`src/rtl/nvs_pkg.sv`:
```
package nvs_pkg;
  typedef enum logic [2:0] {
    ST_IDLE,
    ST_GRACE,
    ST_STORE,
    ST_HOLD,
    ST_BLOCK
  } nvs_state_e;
endpackage

```
`src/rtl/nvs_pin_sync.sv`:
```
module nvs_pin_sync #(
  parameter int SYNC_STAGES = 2
) (
  input  logic clk_i,
  input  logic rst_ni,
  input  logic level_i,
  output logic fall_o,
  output logic all_high_o
);
  localparam int SW = SYNC_STAGES + 1;

  logic [SW-1:0] sh_q;

  always_ff @(posedge clk_i or negedge rst_ni) begin
    if (!rst_ni) sh_q <= '1;
    else         sh_q <= {sh_q[SW-2:0], level_i};
  end

  // fall seen on the synchronized copy; all_high means no pending low in the chain
  assign fall_o     = sh_q[SW-1] & ~sh_q[SW-2];
  assign all_high_o = &sh_q;
endmodule

```
`src/rtl/nvs_dirty_track.sv`:
```
module nvs_dirty_track (
  input  logic clk_i,
  input  logic rst_ni,
  input  logic wr_grant_i,
  input  logic clear_i,
  output logic dirty_o,
  output logic set_o
);
  logic grant_q;

  always_ff @(posedge clk_i or negedge rst_ni) begin
    if (!rst_ni) begin
      grant_q <= 1'b0;
      dirty_o <= 1'b0;
    end else begin
      grant_q <= wr_grant_i;
      if (set_o)        dirty_o <= 1'b1;
      else if (clear_i) dirty_o <= 1'b0;
    end
  end

  assign set_o = grant_q & ~wr_grant_i;

  assert_clear_R9: assert property (@(posedge clk_i) disable iff (!rst_ni)
    $past(clear_i && !set_o) |-> !dirty_o);
  assert_set_R9: assert property (@(posedge clk_i) disable iff (!rst_ni)
    $past(set_o) |-> dirty_o);
endmodule

```
`src/rtl/nvs_store_fsm.sv`:
```
module nvs_store_fsm
  import nvs_pkg::*;
#(
  parameter int DELAY_CYCLES = 4
) (
  input  logic clk_i,
  input  logic rst_ni,
  input  logic fall_i,
  input  logic pin_high_i,
  input  logic ext_store_i,
  input  logic store_done_i,
  input  logic wr_req_i,
  input  logic dirty_i,
  input  logic dirty_set_i,
  output logic busy_drive_o,
  output logic disable_o,
  output logic write_inhibit_o,
  output logic store_start_o,
  output logic store_end_o
);
  localparam int CW = (DELAY_CYCLES < 2) ? 1 : $clog2(DELAY_CYCLES);
  localparam logic [CW-1:0] LAST = CW'(DELAY_CYCLES - 1);

  nvs_state_e state_q, state_d;
  logic [CW-1:0] cnt_q;
  logic carry_q;

  always_comb begin
    state_d = state_q;
    unique case (state_q)
      ST_IDLE: begin
        if (ext_store_i)  state_d = ST_STORE;
        else if (fall_i)  state_d = ST_GRACE;
      end
      ST_GRACE: begin
        if (cnt_q == LAST) state_d = (dirty_i | dirty_set_i) ? ST_STORE : ST_BLOCK;
      end
      ST_STORE: if (store_done_i) state_d = ST_HOLD;
      ST_HOLD,
      ST_BLOCK: if (pin_high_i) state_d = ST_IDLE;
      default:  state_d = ST_IDLE;
    endcase
  end

  always_ff @(posedge clk_i or negedge rst_ni) begin
    if (!rst_ni) begin
      state_q       <= ST_IDLE;
      cnt_q         <= '0;
      carry_q       <= 1'b0;
      store_start_o <= 1'b0;
    end else begin
      state_q       <= state_d;
      cnt_q         <= (state_q == ST_GRACE && state_d == ST_GRACE) ? cnt_q + 1'b1 : '0;
      store_start_o <= (state_q == ST_GRACE) && (state_d == ST_STORE);
      // a write live at window entry may run on until its strobe drops
      if (state_q == ST_IDLE && state_d == ST_GRACE)
        carry_q <= wr_req_i;
      else if (state_q == ST_GRACE && state_d == ST_GRACE)
        carry_q <= carry_q & wr_req_i;
      else
        carry_q <= 1'b0;
    end
  end

  assign busy_drive_o    = (state_q == ST_STORE);
  assign disable_o       = (state_q == ST_STORE) || (state_q == ST_HOLD);
  assign write_inhibit_o = (state_q != ST_IDLE) && !carry_q;
  assign store_end_o     = (state_q == ST_STORE) && store_done_i;

  assert_start_pulse_R5: assert property (@(posedge clk_i) disable iff (!rst_ni)
    store_start_o |=> !store_start_o);
  assert_start_busy_R5: assert property (@(posedge clk_i) disable iff (!rst_ni)
    store_start_o |-> busy_drive_o && disable_o);
  assert_busy_release_R7: assert property (@(posedge clk_i) disable iff (!rst_ni)
    $fell(busy_drive_o) |-> $past(store_done_i));
  assert_hold_release_R8: assert property (@(posedge clk_i) disable iff (!rst_ni)
    $fell(disable_o) |-> $past(pin_high_i));
  assert_start_dirty_R9: assert property (@(posedge clk_i) disable iff (!rst_ni)
    store_start_o |-> $past(dirty_i || dirty_set_i));
endmodule

```
`src/rtl/nv_store_ctrl.sv`:
```
module nv_store_ctrl #(
  parameter int DELAY_CYCLES = 4,
  parameter int SYNC_STAGES  = 2
) (
  input  logic clk_i,
  input  logic rst_ni,
  input  logic req_pin_i,
  input  logic ce_i,
  input  logic we_i,
  input  logic rd_i,
  input  logic ext_store_i,
  input  logic store_done_i,
  input  logic recall_done_i,
  output logic busy_drive_o,
  output logic write_inhibit_o,
  output logic disable_o,
  output logic store_start_o,
  output logic write_grant_o,
  output logic read_grant_o
);
  logic pin_level, fall, pin_high;
  logic wr_req, dirty, dirty_set, store_end;

  // wired-AND of the external pin with the block's own pull-down
  assign pin_level = req_pin_i & ~busy_drive_o;
  assign wr_req    = ce_i & we_i;

  nvs_pin_sync #(.SYNC_STAGES(SYNC_STAGES)) u_sync (
    .clk_i      (clk_i),
    .rst_ni     (rst_ni),
    .level_i    (pin_level),
    .fall_o     (fall),
    .all_high_o (pin_high)
  );

  nvs_store_fsm #(.DELAY_CYCLES(DELAY_CYCLES)) u_fsm (
    .clk_i           (clk_i),
    .rst_ni          (rst_ni),
    .fall_i          (fall),
    .pin_high_i      (pin_high),
    .ext_store_i     (ext_store_i),
    .store_done_i    (store_done_i),
    .wr_req_i        (wr_req),
    .dirty_i         (dirty),
    .dirty_set_i     (dirty_set),
    .busy_drive_o    (busy_drive_o),
    .disable_o       (disable_o),
    .write_inhibit_o (write_inhibit_o),
    .store_start_o   (store_start_o),
    .store_end_o     (store_end)
  );

  nvs_dirty_track u_dirty (
    .clk_i      (clk_i),
    .rst_ni     (rst_ni),
    .wr_grant_i (write_grant_o),
    .clear_i    (store_end | recall_done_i),
    .dirty_o    (dirty),
    .set_o      (dirty_set)
  );

  assign write_grant_o = wr_req & ~write_inhibit_o & ~disable_o;
  assign read_grant_o  = ce_i & rd_i & ~disable_o;

  assert_no_write_in_store_R5: assert property (@(posedge clk_i) disable iff (!rst_ni)
    busy_drive_o |-> write_inhibit_o);
  assert_ext_no_start_R10: assert property (@(posedge clk_i) disable iff (!rst_ni)
    $rose(busy_drive_o) && !store_start_o |-> $past(ext_store_i));
endmodule

```
`config.mk`:
```
export PLATFORM = sky130hd
export DESIGN_NAME = nv_store_ctrl
export DESIGN_NICKNAME = d
export VERILOG_FILES = /design/src/rtl/nvs_pkg.sv /design/src/rtl/nvs_pin_sync.sv /design/src/rtl/nvs_dirty_track.sv /design/src/rtl/nvs_store_fsm.sv /design/src/rtl/nv_store_ctrl.sv
export SDC_FILE = /design/constraint.sdc
export NUM_CORES = 1
export LEC_CHECK = 0
export BUFFER_PORTS_ARGS = -buffer_cell sky130_fd_sc_hd__buf_2
export CAP_MARGIN = 20
export CORE_AREA = 3 3 40 42
export CTS_CLUSTER_DIAMETER = 60
export DETAILED_ROUTE_END_ITERATION = 12
export DIE_AREA = 0 0 43 45
export HOLD_SLACK_MARGIN = 0.05
export SYNTH_ARGS = -nofsm -noshare
export SYNTH_HDL_FRONTEND = slang
export SYNTH_SLANG_ARGS = --single-unit
```
`constraint.sdc`:
```
create_clock -name clk_i -period 1.4 [get_ports clk_i]
set_input_delay 0.42 -clock clk_i [delete_from_list [all_inputs] [get_ports clk_i]]
set_output_delay 0.42 -clock clk_i [all_outputs]
set_load 0.02 [all_outputs]
```
==> results of run 1 <==
-- logic make-up after synthesis --
logic type	Yosys count	synth area share, %
AOI/OAI and AO/OA	8	11.4
adders and majority gates	1	2.33
DFF	12	56.5
buffers and inverters	1	0.697
and+or+nand+nor	26	29.1
-- metrics by stage --
stage                      TNS, ns  setup slack (ns)  util, %
after floorplan                  0           0.00520        -
after global placement    -0.00371          -0.00371     56.3
after detailed placement  -0.00546          -0.00546     56.3
after CTS                    -1.26            -0.272     66.3
after global routing         -1.62            -0.333     67.6
final                        -1.25            -0.275     67.6
-- critical path: cells and delay by family (launching register included) --
kind,cells,cell delay (ns)
and+or+nand+nor,2,0.44
buffers and inverters,1,0.11
DFF,1,0.43
-- how the worst max path moves through the flow --
| stage | startpoint | to | cells past startpoint |
|---|---|---|---|
| 3_3_place_gp | u_fsm.state_q[2]$_DFF_PN0_ | write_inhibit_o | 3 |
| 4_1_cts | u_fsm.state_q[2]$_DFF_PN0_ | write_grant_o | 3 |
| 5_1_grt | u_fsm.state_q[1]$_DFF_PN0_ | busy_drive_o | 3 |
| 2_1_floorplan | u_fsm.state_q[1]$_DFF_PN0_ | busy_drive_o | 2 |
| 6_report | u_fsm.state_q[1]$_DFF_PN0_ | busy_drive_o | 3 |
| 3_5_place_dp | u_fsm.state_q[0]$_DFF_PN0_ | write_grant_o | 3 |
-- synth_stat cells --
library cell and n:
a21oi_2 2, a31oi_1 1, and2_1 1, and2b_1 1
dfrtp_1 9, dfstp_2 3, ha_1 1, inv_1 1
nand2_1 4, nand3_1 5, nand3b_1 1, nor2_1 6
nor2b_1 3, nor2b_4 1, nor3_1 2, nor4b_2 2
o21ai_0 1, o21ai_1 1, o21ai_2 1, o21ba_2 1
o2bb2ai_1 1
-- report_power, final --
part           total, uW  leakage (uW)  switching [uW]  internal, uW
logic                899      0.000257             397           502
clock network        282     0.0000210             124           158
registers            544      0.000148            87.1           457
-- layout make-up --
type	count	area [um2]
multi-input cells	35	282
repair buffers	30	221
fillers	106	417
clock buffers	4	36.3
flip-flops and latches	12	307
inverters	1	3.75
well taps	15	18.8
-- what timing repair did --
action                                  4_1_cts  5_1_grt
hold buffers                                  1        0
hold endpoints to repair                      9        0
resized for setup                            13        5
pin swaps                                     2        0
setup buffers                                 4        1
endpoints found under the setup margin        5       10
-- registers in the layout, summed over array words and instances, names as in the netlist --
register / cells
u_fsm.carry_q: 1
u_dirty.grant_q: 1
u_fsm.store_start_o: 1
u_sync.sh_q: 3
u_fsm.state_q: 3
u_fsm.cnt_q: 2
u_dirty.dirty_o: 1
-- routing by layer --
metal / up-vias / GRT usage, % / wire length (um) / part of all wire, %
li1: 234 / - / - / -
met1: 229 / 17.3 / 551 / 42
met2: 16 / 27.2 / 645 / 50
met3: 4 / 3.59 / 80 / 6.2
met4: 0 / 9.04 / 20 / 1.5
met5: - / 0 / 0 / 0
==> out/metrics.yaml, run 1 <==
run_status:
  outcome: "finished, violations left"
  violations: "setup timing"
floorplanning:
  num_io_pins: 15
  die_height_um: 45
  die_w_um: 43
  initial_core_util_pct: 41.9
  coreArea_um2: 1280
  die-area_um2: 1940
  rows: 13
grt:
  antenna_found_initial: 0
  grt_overflow_total: 0
  grt_pass1_wl_um: 2190
  grt_max_degree: 13
  grt_pass1_vias: 535
  grtUsageTotal_pct: 15.5
route:
  drc_errors: 0
  postRouteAntennaNets: 0
  viasPerCell: 4.98
  firstDrtPassIters: 2
  drt-total-wl_um: 1300
  avgRoutedWirePerCell_um: 13.4
  route.vias.total: 483
  drtIter0Drc: 2
worst_setup_path:
  r2r-start: "u_fsm.state_q[2]$_DFF_PN0_"
  critPathKind: "reg2out"
  critPathSlowestCell: "dfrtp_1"
  endpoint_kind: "output pin"
  crit_chain: "nor2b_4 -> and2b_2 -> buf_6"
  ff2ff_path_depth: 5
  required_ns: 0.98
  r2r_slack_ns: -0.03
  crit_arrival_ns: 1.26
  r2r_end: "u_fsm.carry_q$_DFF_PN0_"
  cp-start-kind: "flip-flop"
  cp_max_fo: 4
  slowest_delay_ns: 0.43
power:
  powerDensity_nw_per_um2: 1990
  power.total_uw: 1720
  ir_drop_uv: 1170
  leakagePower_uw: 0.000426
layout:
  area_delta_synth_final_pct: 61.4
  design_area_um2: 868
  diodes: 0
  final_cells: 97
  final_layout_size_suffix_gt1_share_pct: 63.4
  mostFrequentLayoutCells: "buf_4, buf_2, dfrtp_1"
  nNetsFinal: 93
  layout_commonest_cell: "buf_4"
timing:
  slew_headroom_pct: 81.6
  max_clock_freq_mhz: 597
  finalCritPeriodShare_pct: 120
  holdWs_ns: 0.345
  tightest_slew_ns: 0.275
  rsz0062_at_grt: "true"
  min_period_ns: 1.68
  final.setup.worst_slack_ns: -0.275
  drv_slew: 0
  hold_violations: 0
  setup_violations: 6
  clock_skew_ns: 0.00272
synth:
  syn_area_um2: 538
  syn_nets: 58
  ys_types: 21
  synth.avg_cell_area_um2: 11.2
  synth_warnings: 0
  ys_seq_elements: 12
  yosys.area.top_type_share_pct: 41.9
  synth_area_leaders: "dfrtp_1, dfstp_2, nor4b_2"
  synth_top_area_cell: "dfrtp_1"
  netlist_instances: 48
  synth_seq_area_share_pct: 56.5
placed_design:
  dpl.cell_count: 88
  dp_hpwl_um: 855
  io_buffers: 14
  place_area_um2: 723
  gp_congestion: 0.743
flow_run:
  max-cap-violations: 0
cts:
  root_buffer: "clkbuf_4"
  htreeDepth: 1
  clock_sinks: 12
  clk_latency_ns: 0.28
  cts_buffer_depth: 2
  cts_buffers: 3
  cts_tree: "yes"
  clk_pin_slew_ns: 0.08
hold_path:
  hp-class: "in2reg"
  min_from: "req_pin_i"
  holdPathEnd: "u_sync.sh_q[0]$_DFF_PN1_"
  whs_path_depth: 2
(Power assumes the default switching activity.)
==> inputs of run 2 (changes only) <==
Settings changed: GPL_TIMING_DRIVEN set to 0.
==> run 2 against run 1 <==
The run still ends with setup timing left. Register-to-register slack better by 0.02 ns. Fmax down 2.6%. First-iteration DRC count up 50%. Largest cell class unchanged. Global-route usage shrank 1.8 points. Highest routed layer unchanged. Cell count fell by 7.2%.
==> out/metrics.yaml, run 2 (same netlist as run 1, synthesis figures left out) <==
run_status:
  outcome: "finished, violations left"
  violations: "setup timing"
layout:
  mostFrequentLayoutCells: "buf_2, buf_4, dfrtp_1"
  nNetsFinal: 86
  area_delta_synth_final_pct: 49.8
  postLayoutCoreUtil_pct: 62.7
  fillCellCount: 109
  diodes: 0
  top_regs: "u_fsm.state_q: 3 flops, u_sync.sh_q: 3 flops, u_fsm.cnt_q: 2 flops"
  layout_commonest_cell: "buf_2"
  final_layout_size_suffix_gt1_share_pct: 57.3
grt:
  grtUsageTotal_pct: 13.7
  antenna_found_initial: 0
  grt_max_degree: 13
  grt_pass1_wl_um: 1950
  grt_pass1_vias: 454
  grt_overflow_total: 0
power:
  netSwitchingPower_uw: 579
  leakagePower_uw: 0.000384
  ir_drop_uv: 838
  p_clk_share_pct: 17.4
  powerDensity_nw_per_um2: 1980
  combPwrFrac_pct: 47.8
  switching_share_pct: 36.2
  p_int_uw: 1020
  pwr-share-seq_pct: 34.8
route:
  drc_errors: 0
  avgRoutedWirePerCell_um: 13.7
  viasPerCell: 5.10
  firstDrtPassIters: 4
  route.vias.total: 459
  postRouteAntennaNets: 0
  drt-total-wl_um: 1230
  drtIter0Drc: 3
cts:
  cts_buffers: 3
  root_buffer: "clkbuf_4"
  clock_sinks: 12
  cts_tree: "yes"
  cts_buffer_depth: 2
  clk_latency_ns: 0.27
  clk_pin_slew_ns: 0.08
  htreeDepth: 1
worst_setup_path:
  crit_chain: "o21ba_4 -> nor3_4 -> buf_6"
  cp_num_buf_inv: 1
  slowest_delay_ns: 0.47
  crit_arrival_ns: 1.30
  critPathTopFamily: "flip-flops"
  cp_max_fo: 5
  endpoint_kind: "output pin"
  critPathKind: "reg2out"
  cp-start-kind: "flip-flop"
  required_ns: 0.98
  critPathSlowestCell: "dfrtp_2"
timing:
  tightest_slew_ns: 0.284
  min_period_ns: 1.72
  hold_violations: 0
  final.setup.worst_slack_ns: -0.320
  clock_skew_ns: 0.00210
  rsz0062_at_grt: "true"
  setup_violations: 6
  slew_headroom_pct: 81.0
  drv_slew: 0
  finalCritPeriodShare_pct: 123
  holdWs_ns: 0.353
  max_clock_freq_mhz: 581
floorplanning:
  die_height_um: 45
  die_w_um: 43
  initial_core_util_pct: 41.9
  coreArea_um2: 1280
  num_io_pins: 15
  die-area_um2: 1940
  rows: 13
placed_design:
  dp_hpwl_um: 773
  gp_congestion: 0.721
  io_buffers: 14
hold_path:
  hp-class: "in2reg"
flow_run:
  max-cap-violations: 0
-- run 2: changes by cell type in the layout (fill, tap and decap cells not counted) --
cell	previous run	this run
nor2b_1	2	3
buf_4	14	7
nor2b_2	1	0
nand2_1	3	4
nand2_4	1	0
-- run 2: path summary, 6_finish.rpt --
| check | from | end | slack (ns) | depth (start not counted) |
|---|---|---|---|---|
| hold reg to reg | u_sync.sh_q[0]$_DFF_PN1_ | u_sync.sh_q[1]$_DFF_PN1_ | 0.37 | 0 |
| hold / removal | req_pin_i | u_sync.sh_q[0]$_DFF_PN1_ | 0.35 | 2 |
| setup / recovery | u_fsm.state_q[2]$_DFF_PN0_ | write_grant_o | -0.32 | 3 |
| max in group asynchronous | rst_ni | u_sync.sh_q[1]$_DFF_PN1_ | 0.58 | 2 |
| setup reg to reg | u_fsm.state_q[2]$_DFF_PN0_ | u_fsm.carry_q$_DFF_PN0_ | -0.01 | 4 |
| min in group asynchronous | rst_ni | u_fsm.store_start_o$_DFF_PN0_ | 0.55 | 2 |
-- run 2: final cells by class --
cell class / count / area [um2] / share of cell area (%)
tap: 15 / 18.8 / 2.33
sequential: 12 / 307 / 38.0
inverter: 1 / 3.75 / 0.466
multi-input combinational: 35 / 272 / 33.7
clock buffer: 4 / 36.3 / 4.50
timing repair buffer: 23 / 169 / 21.0
-- run 2: through the flow --
| stage | setup TNS [ns] | power, uW | instances | setup slack [ns] | cell area, um2 |
|---|---|---|---|---|---|
| 2_1_floorplan | 0 | 897 | 48 | 0.00520 | 552 |
| 3_3_place_gp | -0.164 | 1030 | 77 | -0.0786 | 641 |
| 3_5_place_dp | -0.146 | 1030 | 77 | -0.0779 | 641 |
| 4_1_cts | -1.17 | 1460 | 87 | -0.324 | 753 |
| 5_1_grt | -1.67 | 1700 | 90 | -0.367 | 806 |
| 6_report | -1.32 | 1600 | 90 | -0.320 | 806 |
-- run 2: power groups by stage --
stage               clock network (uW)  logic (uW)  registers, uW
floorplan                            0         371            527
global placement                     0         481            548
detailed placement                   0         487            548
CTS                                282         645            537
global route                       296         833            574
finish                             279         764            557
-- run 2: metal layers --
| metal | up-vias | track usage (%) | wire [um] |
|---|---|---|---|
| met3 | 2 | 3.19 | 80 |
| met5 | - | 0 | 0 |
| met2 | 14 | 20.7 | 615 |
| met1 | 218 | 18.5 | 533 |
| li1 | 225 | - | - |
| met4 | 0 | 7.23 | 5 |
-- run 2: worst register-to-register path: cells and delay by family, from the launching register on --
family,cells,cell delay (ns)
buffers and inverters,1,0.17
and+or+nand+nor,2,0.59
AOI/OAI and AO/OA,1,0.09
DFF,1,0.47
-- run 2: what timing repair did --
action                     4_1_cts  5_1_grt
pin swaps                        1        2
gates cloned                     0        0
buffers inserted                 5        4
hold endpoints to repair         9        0
gates resized for setup         10        5
hold buffers                     1        0
setup endpoints to repair        5        6
==> inputs of run 3 (changes only) <==
Settings changed: CORE_AREA 3 3 40 42 to 2 2 39 41, DIE_AREA 0 0 43 45 to 0 0 41 43.
==> run 3 against run 2 <==
The run still ends with setup timing left. Combinational power up 2%. Utilization down 4.7 points. Via count down 1.3%. Setup slack better by 0.041 ns. Clock skew up 0.0045 ns. Die area down 8.9%. Worst hold slack better by 0.0056 ns. First-iteration DRC count down 100%. Critical path depth unchanged. Sequential share of layout area up 0.27 points. Critical path type unchanged. Largest cell class unchanged.
==> out/metrics.yaml, run 3 (same netlist as run 1, synthesis figures left out) <==
run_status:
  outcome: "finished, violations left"
  violations: "setup timing"
worst_setup_path:
  critPathKind: "reg2out"
  slowest_delay_ns: 0.45
  endpoint_kind: "output pin"
  critPathTopFamily: "flip-flops"
  r2r_slack_ns: 0.09
  crit_arrival_ns: 1.26
  required_ns: 0.98
  cp-start-kind: "flip-flop"
  cp_max_fo: 4
  critPathSlowestCell: "dfrtp_2"
  crit_chain: "o21ba_4 -> nor3_4 -> buf_6"
  cp_num_buf_inv: 1
route:
  drt-total-wl_um: 1130
  route.vias.total: 453
  viasPerCell: 4.87
  drc_errors: 0
  firstDrtPassIters: 1
  drtIter0Drc: 0
  avgRoutedWirePerCell_um: 12.2
  postRouteAntennaNets: 0
grt:
  grt_pass1_wl_um: 1810
  grtUsageTotal_pct: 15.3
  grt_pass1_vias: 449
  grt_overflow_total: 0
  grt_max_degree: 13
  antenna_found_initial: 0
layout:
  fillCellCount: 124
  seq_area_um2: 308
  mostFrequentLayoutCells: "buf_4, buf_2, nor2_1, dfrtp_1, nand3_1"
  area_delta_synth_final_pct: 49.3
  final_layout_size_suffix_gt1_share_pct: 57.1
  multiInputGateArea_um2: 269
  final_cells: 93
  nNetsFinal: 88
  layout_commonest_cell: "buf_4"
  design_area_um2: 803
  top_regs: "u_fsm.state_q: 3 flops, u_sync.sh_q: 3 flops, u_fsm.cnt_q: 2 flops"
  diodes: 0
power:
  ir_drop_uv: 798
  leakagePower_uw: 0.000385
  powerDensity_nw_per_um2: 1910
timing:
  clock_skew_ns: 0.00662
  setup_violations: 5
  max_clock_freq_mhz: 595
  tightest_slew_ns: 0.269
  hold_violations: 0
  rsz0062_at_grt: "true"
  slew_headroom_pct: 82.1
  final.setup.worst_slack_ns: -0.280
  min_period_ns: 1.68
  drv_slew: 0
  finalCritPeriodShare_pct: 120
cts:
  root_buffer: "clkbuf_4"
  clk_pin_slew_ns: 0.08
  cts_buffer_depth: 2
  cts_tree: "yes"
  cts_buffers: 3
  clock_sinks: 12
  htreeDepth: 1
  clk_latency_ns: 0.27
placed_design:
  dp_hpwl_um: 744
  dpl.cell_count: 78
  place_area_um2: 642
  io_buffers: 14
  gp_congestion: 0.662
hold_path:
  hp-class: "in2reg"
floorplanning:
  die_height_um: 43
  die_w_um: 41
  rows: 14
  die-area_um2: 1760
  num_io_pins: 15
  initial_core_util_pct: 38.9
  coreArea_um2: 1380
flow_run:
  max-cap-violations: 0
==> run 3: path summary, 6_finish.rpt <==
kind	from	endpoint	depth (start not counted)
worst max-delay path	u_fsm.state_q[2]$_DFF_PN0_	write_grant_o	3
worst min-delay path	req_pin_i	u_sync.sh_q[0]$_DFF_PN1_	2
worst max register to register	u_fsm.state_q[2]$_DFF_PN0_	u_fsm.state_q[1]$_DFF_PN0_	5
worst min register to register	u_sync.sh_q[0]$_DFF_PN1_	u_sync.sh_q[1]$_DFF_PN1_	0
max in group asynchronous	rst_ni	u_sync.sh_q[2]$_DFF_PN1_	2
min in group asynchronous	rst_ni	u_dirty.dirty_o$_DFFE_PN0P_	2
==> run 3: per-layer routing <==
metal | global-route usage, % | routed length [um] | vias to the layer above | part of all wire (%)
met5 | 0 | 0 | - | 0
met2 | 19.4 | 546 | 13 | 48
met1 | 21.7 | 523 | 209 | 46
met4 | 12.0 | 8 | 0 | 0.71
li1 | - | - | 229 | -
met3 | 3.14 | 52 | 2 | 4.6
==> run 3: what timing repair did <==
action / CTS / global route
buffers inserted: 6 / 4
hold buffers: 1 / 0
setup endpoints to repair: 5 / 6
resized for setup: 10 / 3
hold endpoints to repair: 9 / 0
pin swaps: 3 / 3
==> run 3: power by group <==
group / internal (uW) / total [uW] / switching, uW
Clock: 110 / 221 / 111
Sequential: 460 / 536 / 76.2
Combinational: 416 / 780 / 364
==> run 3: stage by stage <==
step           setup WS (ns)  hold WS, ns  power [uW]  util, %  setup TNS, ns
2_1_floorplan        0.00520        0.124         897        -              0
3_3_place_gp         -0.0760        0.309        1030     46.4         -0.161
3_5_place_dp         -0.0854        0.308        1030     46.4         -0.167
4_1_cts               -0.312        0.345        1430     54.5          -1.26
5_1_grt               -0.347        0.360        1640     58.0          -1.51
6_report              -0.280        0.358        1540     58.0          -1.19
==> run 3: cell type report <==
| cell class | count | share of cell area [%] |
|---|---|---|
| clock buffers | 4 | 3.27 |
| inverters | 1 | 0.467 |
| multi-input cells | 35 | 33.5 |
| flip-flops and latches | 12 | 38.3 |
| well taps | 16 | 2.49 |
| repair buffers | 25 | 22.0 |
